==> config.mk <==
export PLATFORM = sky130hd
export DESIGN_NAME = baud_tick_gen
export DESIGN_NICKNAME = d
export VERILOG_FILES = /design/src/rtl/baud_tick_pkg.sv /design/src/rtl/baud_prescaler.sv /design/src/rtl/baud_oversampler.sv /design/src/rtl/baud_tick_gen.sv
export SDC_FILE = /design/constraint.sdc
export NUM_CORES = 1
export LEC_CHECK = 0
export ABC_AREA = 1
export BUFFER_PORTS_ARGS = -buffer_cell sky130_fd_sc_hd__buf_2
export CAP_MARGIN = 20
export CORE_ASPECT_RATIO = 0.5
export CORE_MARGIN = 2
export CORE_UTILIZATION = 32
export CTS_BUF_LIST = sky130_fd_sc_hd__clkbuf_16
export DETAILED_ROUTE_END_ITERATION = 7
export GPL_ROUTABILITY_DRIVEN = 0
export GPL_TIMING_DRIVEN = 0
export PLACE_DENSITY = 0.55
export REMOVE_ABC_BUFFERS = 1
export SLEW_MARGIN = 20
export SYNTH_ARGS = -nofsm -noshare
export SYNTH_HDL_FRONTEND = slang
export SYNTH_HIERARCHICAL = 1
export SYNTH_SLANG_ARGS = --single-unit
==> constraint.sdc <==
create_clock -name clk -period 4.05 [get_ports clk]
set_clock_uncertainty 0.2 [all_clocks]
set_input_delay 0.81 -clock clk [delete_from_list [all_inputs] [get_ports clk]]
set_output_delay 0.81 -clock clk [all_outputs]
set_load 0.05 [all_outputs]
==> src/rtl/baud_tick_pkg.sv <==
// Shared definitions for the baud tick generator.
package baud_tick_pkg;
    // Operating mode decoded from the stored divisor.
    typedef enum logic [1:0] {
        MODE_OFF    = 2'd0,  // divisor zero: no ticks
        MODE_BYPASS = 2'd1,  // divisor one: ticks every cycle
        MODE_DIVIDE = 2'd2   // divisor >= 2: prescale then oversample
    } baud_mode_t;
endpackage

==> src/rtl/baud_prescaler.sv <==
// Prescaler: produces one pulse every `div` clocks while `run` is high.
// Assumes div >= 2 whenever run is high; clear restarts the count at zero.
module baud_prescaler #(
    parameter int DIV_W = 16
) (
    input  logic             clk,
    input  logic             rst_n,
    input  logic             clear,
    input  logic             run,
    input  logic [DIV_W-1:0] div,
    output logic             tick
);
    localparam logic [DIV_W-1:0] ONE = DIV_W'(1);

    logic [DIV_W-1:0] cnt;
    logic             at_end;

    // Detect the last count of the period.
    always_comb begin
        at_end = (cnt == div - ONE);
    end

    // Count clocks modulo div.
    always_ff @(posedge clk) begin
        if (!rst_n || clear || !run) begin
            cnt <= '0;
        end else if (at_end) begin
            cnt <= '0;
        end else begin
            cnt <= cnt + ONE;
        end
    end

    assign tick = run && at_end;

    // the count never reaches the divisor
    a_r4_cnt_below_div: assert property (@(posedge clk) disable iff (!rst_n)
        run |-> (cnt < div));
    // two pulses never fall in adjacent cycles when div >= 2
    a_r4_single_pulse: assert property (@(posedge clk) disable iff (!rst_n)
        (tick && run && !clear) |=> !tick || clear || $past(clear));
endmodule

==> src/rtl/baud_oversampler.sv <==
// Oversample divider: counts input pulses and flags every OVS_RATIO-th one.
// Assumes os_in is a one-cycle enable; clear restarts the count at zero.
module baud_oversampler #(
    parameter int OVS_RATIO = 16
) (
    input  logic clk,
    input  logic rst_n,
    input  logic clear,
    input  logic os_in,
    output logic bit_out
);
    localparam int OW = (OVS_RATIO > 1) ? $clog2(OVS_RATIO) : 1;
    localparam logic [OW-1:0] LAST = OW'(OVS_RATIO - 1);

    logic [OW-1:0] ocnt;

    // Advance once per oversampling pulse, wrapping after the last one.
    always_ff @(posedge clk) begin
        if (!rst_n || clear) begin
            ocnt <= '0;
        end else if (os_in) begin
            ocnt <= (ocnt == LAST) ? '0 : ocnt + OW'(1);
        end
    end

    assign bit_out = os_in && (ocnt == LAST);

    // the counter stays inside the ratio
    a_r5_ocnt_bounded: assert property (@(posedge clk) disable iff (!rst_n)
        ocnt <= LAST);
    // the count only moves on an oversampling pulse or a clear
    a_r5_ocnt_holds: assert property (@(posedge clk) disable iff (!rst_n)
        (!os_in && !clear) |=> $stable(ocnt));
endmodule

==> src/rtl/baud_tick_gen.sv <==
// Baud tick generator top: stores the divisor, decodes the mode and combines
// the prescaler and oversample stages. Assumes div_load is a single-cycle strobe.
module baud_tick_gen #(
    parameter int DIV_W     = 16,
    parameter int OVS_RATIO = 16
) (
    input  logic             clk,
    input  logic             rst_n,
    input  logic             div_load,
    input  logic [DIV_W-1:0] div_value,
    output logic             os_tick,
    output logic             bit_tick
);
    import baud_tick_pkg::*;

    logic [DIV_W-1:0] div_q;
    logic             clr_q;
    baud_mode_t       mode;
    logic             pre_tick;
    logic             ovs_bit;

    // Hold the divisor and a one-cycle restart flag after each load.
    always_ff @(posedge clk) begin
        if (!rst_n) begin
            div_q <= '0;
            clr_q <= 1'b0;
        end else begin
            clr_q <= div_load;
            if (div_load) begin
                div_q <= div_value;
            end
        end
    end

    // Decode the operating mode from the stored divisor.
    always_comb begin
        if (div_q == '0) begin
            mode = MODE_OFF;
        end else if (div_q == DIV_W'(1)) begin
            mode = MODE_BYPASS;
        end else begin
            mode = MODE_DIVIDE;
        end
    end

    baud_prescaler #(.DIV_W(DIV_W)) u_pre (
        .clk   (clk),
        .rst_n (rst_n),
        .clear (div_load),
        .run   (mode == MODE_DIVIDE),
        .div   (div_q),
        .tick  (pre_tick)
    );

    baud_oversampler #(.OVS_RATIO(OVS_RATIO)) u_ovs (
        .clk     (clk),
        .rst_n   (rst_n),
        .clear   (div_load),
        .os_in   (pre_tick),
        .bit_out (ovs_bit)
    );

    // Select the tick outputs for the current mode.
    always_comb begin
        case (mode)
            MODE_BYPASS: begin
                os_tick  = 1'b1;
                bit_tick = 1'b1;
            end
            MODE_DIVIDE: begin
                os_tick  = pre_tick;
                bit_tick = ovs_bit;
            end
            default: begin
                os_tick  = 1'b0;
                bit_tick = 1'b0;
            end
        endcase
    end

    // a zero divisor keeps both ticks low
    a_r2_zero_silent: assert property (@(posedge clk) disable iff (!rst_n)
        (div_q == '0) |-> (!os_tick && !bit_tick));
    // a divisor of one keeps both ticks high
    a_r3_bypass_high: assert property (@(posedge clk) disable iff (!rst_n)
        (div_q == DIV_W'(1)) |-> (os_tick && bit_tick));
    // a bit tick always coincides with an oversampling tick
    a_r5_bit_in_os: assert property (@(posedge clk) disable iff (!rst_n)
        bit_tick |-> os_tick);
    // after loading a divisor of 3 or more, no tick in the first cycle
    a_r6_load_restart: assert property (@(posedge clk) disable iff (!rst_n)
        (clr_q && div_q > DIV_W'(2)) |-> (!os_tick && !bit_tick));
endmodule

==> impl_metrics.py, run 1 <==
metrics = {
    "die": {
        "initial_core_util_pct": 33.12,
        "ios": 21,
        "dieArea_um2": 8332,
        "coreArea_um2": 7322,
        "rows": 22,
        "die_height_um": 65.56,
        "die_x_um": 127.1,
    },
    "placement": {
        "dp_hpwl_um": 4088,
        "dpl_worst_slack_ns": 0.1794,
        "place_area_um2": 2599,
        "dpl.cell_count": 495,
        "port-buffer-count": 20,
    },
    "logic_synthesis": {
        "yosysTopAreaCellShare_pct": 29.72,
        "ys_top_cells_by_count": "nand2_1 (87), nor2_1 (80), inv_1 (54), dfxtp_1 (36), nand3_1 (23)",
        "netlist_instances": 384,
        "yosysUniqueCellTypes": 28,
        "ys_seq_area_share_pct": 29.72,
        "synth_warnings": 6,
        "synth.most_common_cell": "nand2_1",
        "synth_edf_count": 0,
        "syn-cell-area_um2": 2425,
        "synth_largest_area_cell": "dfxtp_1",
        "synth.avg_cell_area_um2": 6.315,
        "synth.top_cells.by_area": "dfxtp_1 (30%), nand2_1 (13%), nor2_1 (12%)",
        "ys.flop_type": "dfxtp_1",
        "async_flop_share_pct": 0,
        "synth_seq_cells": 36,
    },
    "critical_path": {
        "crit_slowest_cell": "dfxtp_1",
        "startpoint_type": "flip-flop",
        "crit_path_frequent_cell": "nand2_1",
        "slowest_delay_ns": 0.35,
        "cp_num_buf_inv": 4,
        "cp.arrival_ns": 2.80,
        "crit_type": "reg2out",
        "cp-end-kind": "primary output",
        "path_cells": "inv_2, ha_2, nand2_2, nor2_4, nand2_1, nand2_1, nand2_1, or2_2, nor2_1, nand4_1, nor2_4, nand2_1, nor2_2, inv_1, nand2_1, nand2_1, inv_1, buf_4",
        "required_ns": 3.04,
        "critPathMaxFanout": 5,
        "critPathTopFamily": "simple AND/OR/NAND/NOR gates",
    },
    "grt": {
        "global_route.overflow_total": 0,
        "antenna_found_initial": 0,
        "grt_pass1_wl_um": 9494,
        "grt_pass1_vias": 2026,
        "track_usage_pct": 14.61,
        "grt_max_degree": 19,
    },
    "route": {
        "ant_nets": 0,
        "vias": 2175,
        "wl_um": 5447,
        "drcViolationCount": 0,
        "dr.first_iter.drc_count": 50,
        "drt-vias-per-instance": 4.324,
        "first_pass_iters": 5,
        "post_drt_wl_per_cell_um": 10.83,
    },
    "power": {
        "ir_drop_uv": 164.2,
        "p_total_uw": 914.9,
        "p_leak_nw": 1.267,
        "power_density_nw_per_um2": 332.5,
    },
    "clock_network": {
        "clk_latency_ns": 0.28,
        "cts_tree": "yes",
        "cts_root_buffer": "clkbuf_16",
        "clkSlewWorstSetupHoldPaths_ns": 0.05,
        "hold_buffers": 0,
        "cts_buffers": 5,
        "htree_levels": 2,
        "clock_sinks": 36,
        "cts_buffer_depth": 2,
    },
    "run": {
        "max_cap_violations": 0,
    },
    "sta": {
        "fin_tns_setup_ns": 0,
        "min_period_ns": 3.809,
        "post-route-period-util_pct": 94.04,
        "setup_ws_ns": 0.2413,
        "slew_viol_final": 0,
        "grt_setup_unrepaired": "no",
        "hold_ws_ns": 0.2781,
        "worst_pin_slew_ns": 0.3952,
        "setup_viol": 0,
        "relSlewSlack_pct": 73.60,
        "fmax_ghz": 0.2626,
        "final_hold_viol_count": 0,
    },
    "cells_and_area": {
        "fin_cells": 503,
        "nets": 429,
        "area_growth_pct": 13.47,
        "fin_util_pct": 37.58,
        "postLayoutCellArea_um2": 2751,
        "drive_gt1_share_pct": 14.50,
        "diodes": 0,
    },
    "hold_path": {
        "hold_class": "reg2reg",
    },
    "status": {
        "status": "completed",
    },
}
-- routing by layer --
metal  track usage [%]  routed length [µm]  vias to the layer above  part of all wire, %
li1                  -                   -                     1217                    -
met2             22.58                2281                       37                   42
met5                 0                   0                        -                    0
met4             5.495                  61                        0                  1.1
met3             3.909                 186                        4                  3.4
met1             19.60                2918                      917                   54
-- path summary, 6_finish.rpt --
check	from	endpoint	slack (ns)	cells past startpoint
worst max-delay path	div_q[0]	bit_tick	0.24	18
worst min-delay path	u_ovs/ocnt[2]	u_ovs/ocnt[2]	0.28	2
worst max register to register	div_q[0]	u_ovs/ocnt[3]	1.46	16
worst min register to register	u_ovs/ocnt[2]	u_ovs/ocnt[2]	0.28	2
-- state kept, by name (all words and copies together) (netlist names) --
signal      flops
div_q          16
u_pre/cnt      16
u_ovs/ocnt      4
-- placed cells by master, fill, tap and decap left out, types with 3 or more instances in the layout --
| master | n |
|---|---|
| a21oi_1 | 4 |
| buf_2 | 19 |
| clkbuf_16 | 5 |
| dfxtp_1 | 36 |
| inv_1 | 52 |
| inv_2 | 3 |
| nand2_1 | 87 |
| nand2_2 | 5 |
| nand3_1 | 23 |
| nand3b_1 | 4 |
| nand4_1 | 7 |
| nor2_1 | 79 |
| nor2_2 | 15 |
| nor2_4 | 3 |
| o21ai_0 | 21 |
| xnor2_1 | 14 |
| xor2_1 | 14 |
-- cells by family after synthesis --
kind of cell	Yosys count	synth area share (%)
simple gates	231	42.83
buf+inv	60	10.42
flops	36	29.72
xor+xnor	28	10.11
compound gates	26	5.366
fa+ha+maj	3	1.548
-- worst min-delay path, stage by stage, from the launching register on --
cell	delay [ns]
dfxtp_1	0.31
inv_1	0.06
a21oi_1	0.06
-- area by class of cell --
type,count,area [µm²]
Inverter,55,206.4
Multi-Input combinational cell,288,1461
Timing Repair Buffer,21,110.1
Clock inverter,2,7.507
Tap cell,96,120.1
Clock buffer,5,125.1
Sequential cell,36,720.7
Fill cell,818,4571
-- what timing repair did --
item,in CTS,in global routing
setup buffers,0,1
endpoints found under the setup margin,1,1
pin swaps,0,1
gates resized for setup,2,5
endpoints found under the hold margin,0,0
-- where the power goes --
part	switching [mW]	total (mW)	internal, mW
clock network	0.140	0.360	0.220
logic	0.107	0.168	0.0616
registers	0.0197	0.386	0.367
total	0.267	0.915	0.648
Note: power is estimated with default switching activity, not from simulation.
==> inputs of run 2 (changes only) <==
- CORE_ASPECT_RATIO: 0.5 -> 0.6
==> impl_metrics.py, run 2 (synthesis results as in run 1) <==
metrics = {
    "status": {
        "status": "completed",
    },
    "placement": {
        "port-buffer-count": 20,
        "place_area_um2": 2609,
        "dp_hpwl_um": 4397,
    },
    "clock_network": {
        "cts_buffers": 5,
        "clk_latency_ns": 0.28,
        "clkSlewWorstSetupHoldPaths_ns": 0.06,
        "cts_tree": "yes",
        "clock_sinks": 36,
        "cts_root_buffer": "clkbuf_16",
        "htree_levels": 2,
        "hold_buffers": 0,
        "cts_buffer_depth": 2,
    },
    "route": {
        "first_pass_iters": 4,
        "post_drt_wl_per_cell_um": 11.03,
        "wl_um": 5647,
        "dr.first_iter.drc_count": 133,
        "drt-vias-per-instance": 4.326,
        "ant_nets": 0,
        "drcViolationCount": 0,
        "vias": 2215,
    },
    "power": {
        "p_total_uw": 929.5,
        "power_density_nw_per_um2": 335.7,
        "ir_drop_uv": 157.6,
        "p_leak_nw": 1.270,
    },
    "grt": {
        "grt_pass1_vias": 1974,
        "use_met3_pct": 3.130,
        "grt_pass1_wl_um": 9528,
        "track_usage_pct": 14.64,
        "grt_use_met2_pct": 19.64,
        "top_usage_layer": "met1",
        "grt_max_degree": 19,
        "antenna_found_initial": 0,
        "use_met1_pct": 23.49,
        "global_route.overflow_total": 0,
    },
    "die": {
        "rows": 24,
        "coreArea_um2": 7297,
        "die_x_um": 116.4,
        "dieArea_um2": 8313,
        "ios": 21,
        "die_height_um": 71.43,
        "initial_core_util_pct": 33.23,
    },
    "sta": {
        "fin_tns_setup_ns": 0,
        "relSlewSlack_pct": 75.34,
        "hold_ws_ns": 0.2781,
        "slew_viol_final": 0,
        "fmax_ghz": 0.2650,
        "worst_pin_slew_ns": 0.3686,
        "post-route-period-util_pct": 93.19,
        "final_hold_viol_count": 0,
        "min_period_ns": 3.774,
        "grt_setup_unrepaired": "no",
        "setup_viol": 0,
    },
    "critical_path": {
        "cp.arrival_ns": 2.76,
        "cp-end-kind": "primary output",
        "slowest_delay_ns": 0.35,
        "crit_path_frequent_cell": "nand2_1",
        "critPathTopFamily": "simple AND/OR/NAND/NOR gates",
        "path_cells": "inv_2, ha_2, nand2_2, nor2_4, nand2_1, nand2_1, nand2_1, or2_2, nor2_1, nand4_1, nor2_4, nand2_1, nor2_2, inv_1, nand2_1, nand2_1, inv_1, buf_4",
        "cp_num_buf_inv": 4,
        "critPathMaxFanout": 5,
        "crit_type": "reg2out",
        "crit_slowest_cell": "dfxtp_1",
        "startpoint_type": "flip-flop",
        "required_ns": 3.04,
    },
    "cells_and_area": {
        "postLayoutCellArea_um2": 2769,
        "nets": 429,
        "diodes": 0,
        "num-fill-cells": 808,
        "drive_gt1_share_pct": 14.71,
        "top_regs": "div_q x16, u_pre/cnt x16, u_ovs/ocnt x4",
        "area_growth_pct": 14.19,
        "final_cell_mix": "nand2_1 (87), nor2_1 (79), inv_1 (53), dfxtp_1 (36), nand3_1 (23)",
        "layout_commonest_cell": "nand2_1",
        "regArea_um2": 720.7,
        "multiInputGateArea_um2": 1461,
        "fin_util_pct": 37.95,
    },
    "run": {
        "max_cap_violations": 0,
    },
    "hold_path": {
        "hold_class": "reg2reg",
    },
}
## run 2: cell types whose count changed in the layout (fill, tap and decap cells not counted)
| cell | change |
|---|---|
| inv_1 | +1 |
| clkinvlp_4 | +1 |
| clkinv_1 | -1 |
## run 2: final timing paths
path                               startpoint             to  slack [ns]  cells past startpoint
worst max-delay path                 div_q[0]       bit_tick        0.28                     18
worst min-delay path            u_ovs/ocnt[0]  u_ovs/ocnt[0]        0.28                      2
worst max register to register       div_q[0]  u_ovs/ocnt[3]        1.48                     16
worst min register to register  u_ovs/ocnt[0]  u_ovs/ocnt[0]        0.28                      2
## run 2: worst min-delay path, delay by kind of cell (launching register included)
| kind | cells | cell delay [ns] |
|---|---|---|
| buf+inv | 1 | 0.05 |
| flops | 1 | 0.33 |
| compound gates | 1 | 0.05 |
## run 2: layer usage
metal	wire (µm)	vias up
met1	3248	944
li1	-	1222
met2	2084	43
met4	56	0
met3	257	6
met5	0	-
## run 2: cell type report
| type | instances | share of cell area [%] |
|---|---|---|
| multi-input combinational | 288 | 52.78 |
| sequential | 36 | 26.03 |
| inverter | 55 | 7.456 |
| tap | 104 | 4.700 |
| clock buffer | 5 | 4.519 |
| timing repair buffer | 21 | 3.977 |
| clock inverter | 3 | 0.5422 |
## run 2: repair_timing
action,in CTS,in global routing
resized for setup,1,6
endpoints found under the setup margin,1,1
buffers inserted,0,1
pin swaps,0,1
## run 2: where the power goes
| part | switching, mW | internal [mW] |
|---|---|---|
| combinational | 0.109 | 0.0617 |
| clock | 0.149 | 0.224 |
| sequential | 0.0198 | 0.366 |
| total | 0.278 | 0.652 |
## run 2: stage by stage
stage | setup slack, ns | instances
after floorplan | 0.6096 | 379
after global placement | 0.2894 | 503
after detailed placement | 0.2701 | 503
after CTS | 0.05681 | 511
after global routing | 0.01024 | 512
final | 0.2759 | 512
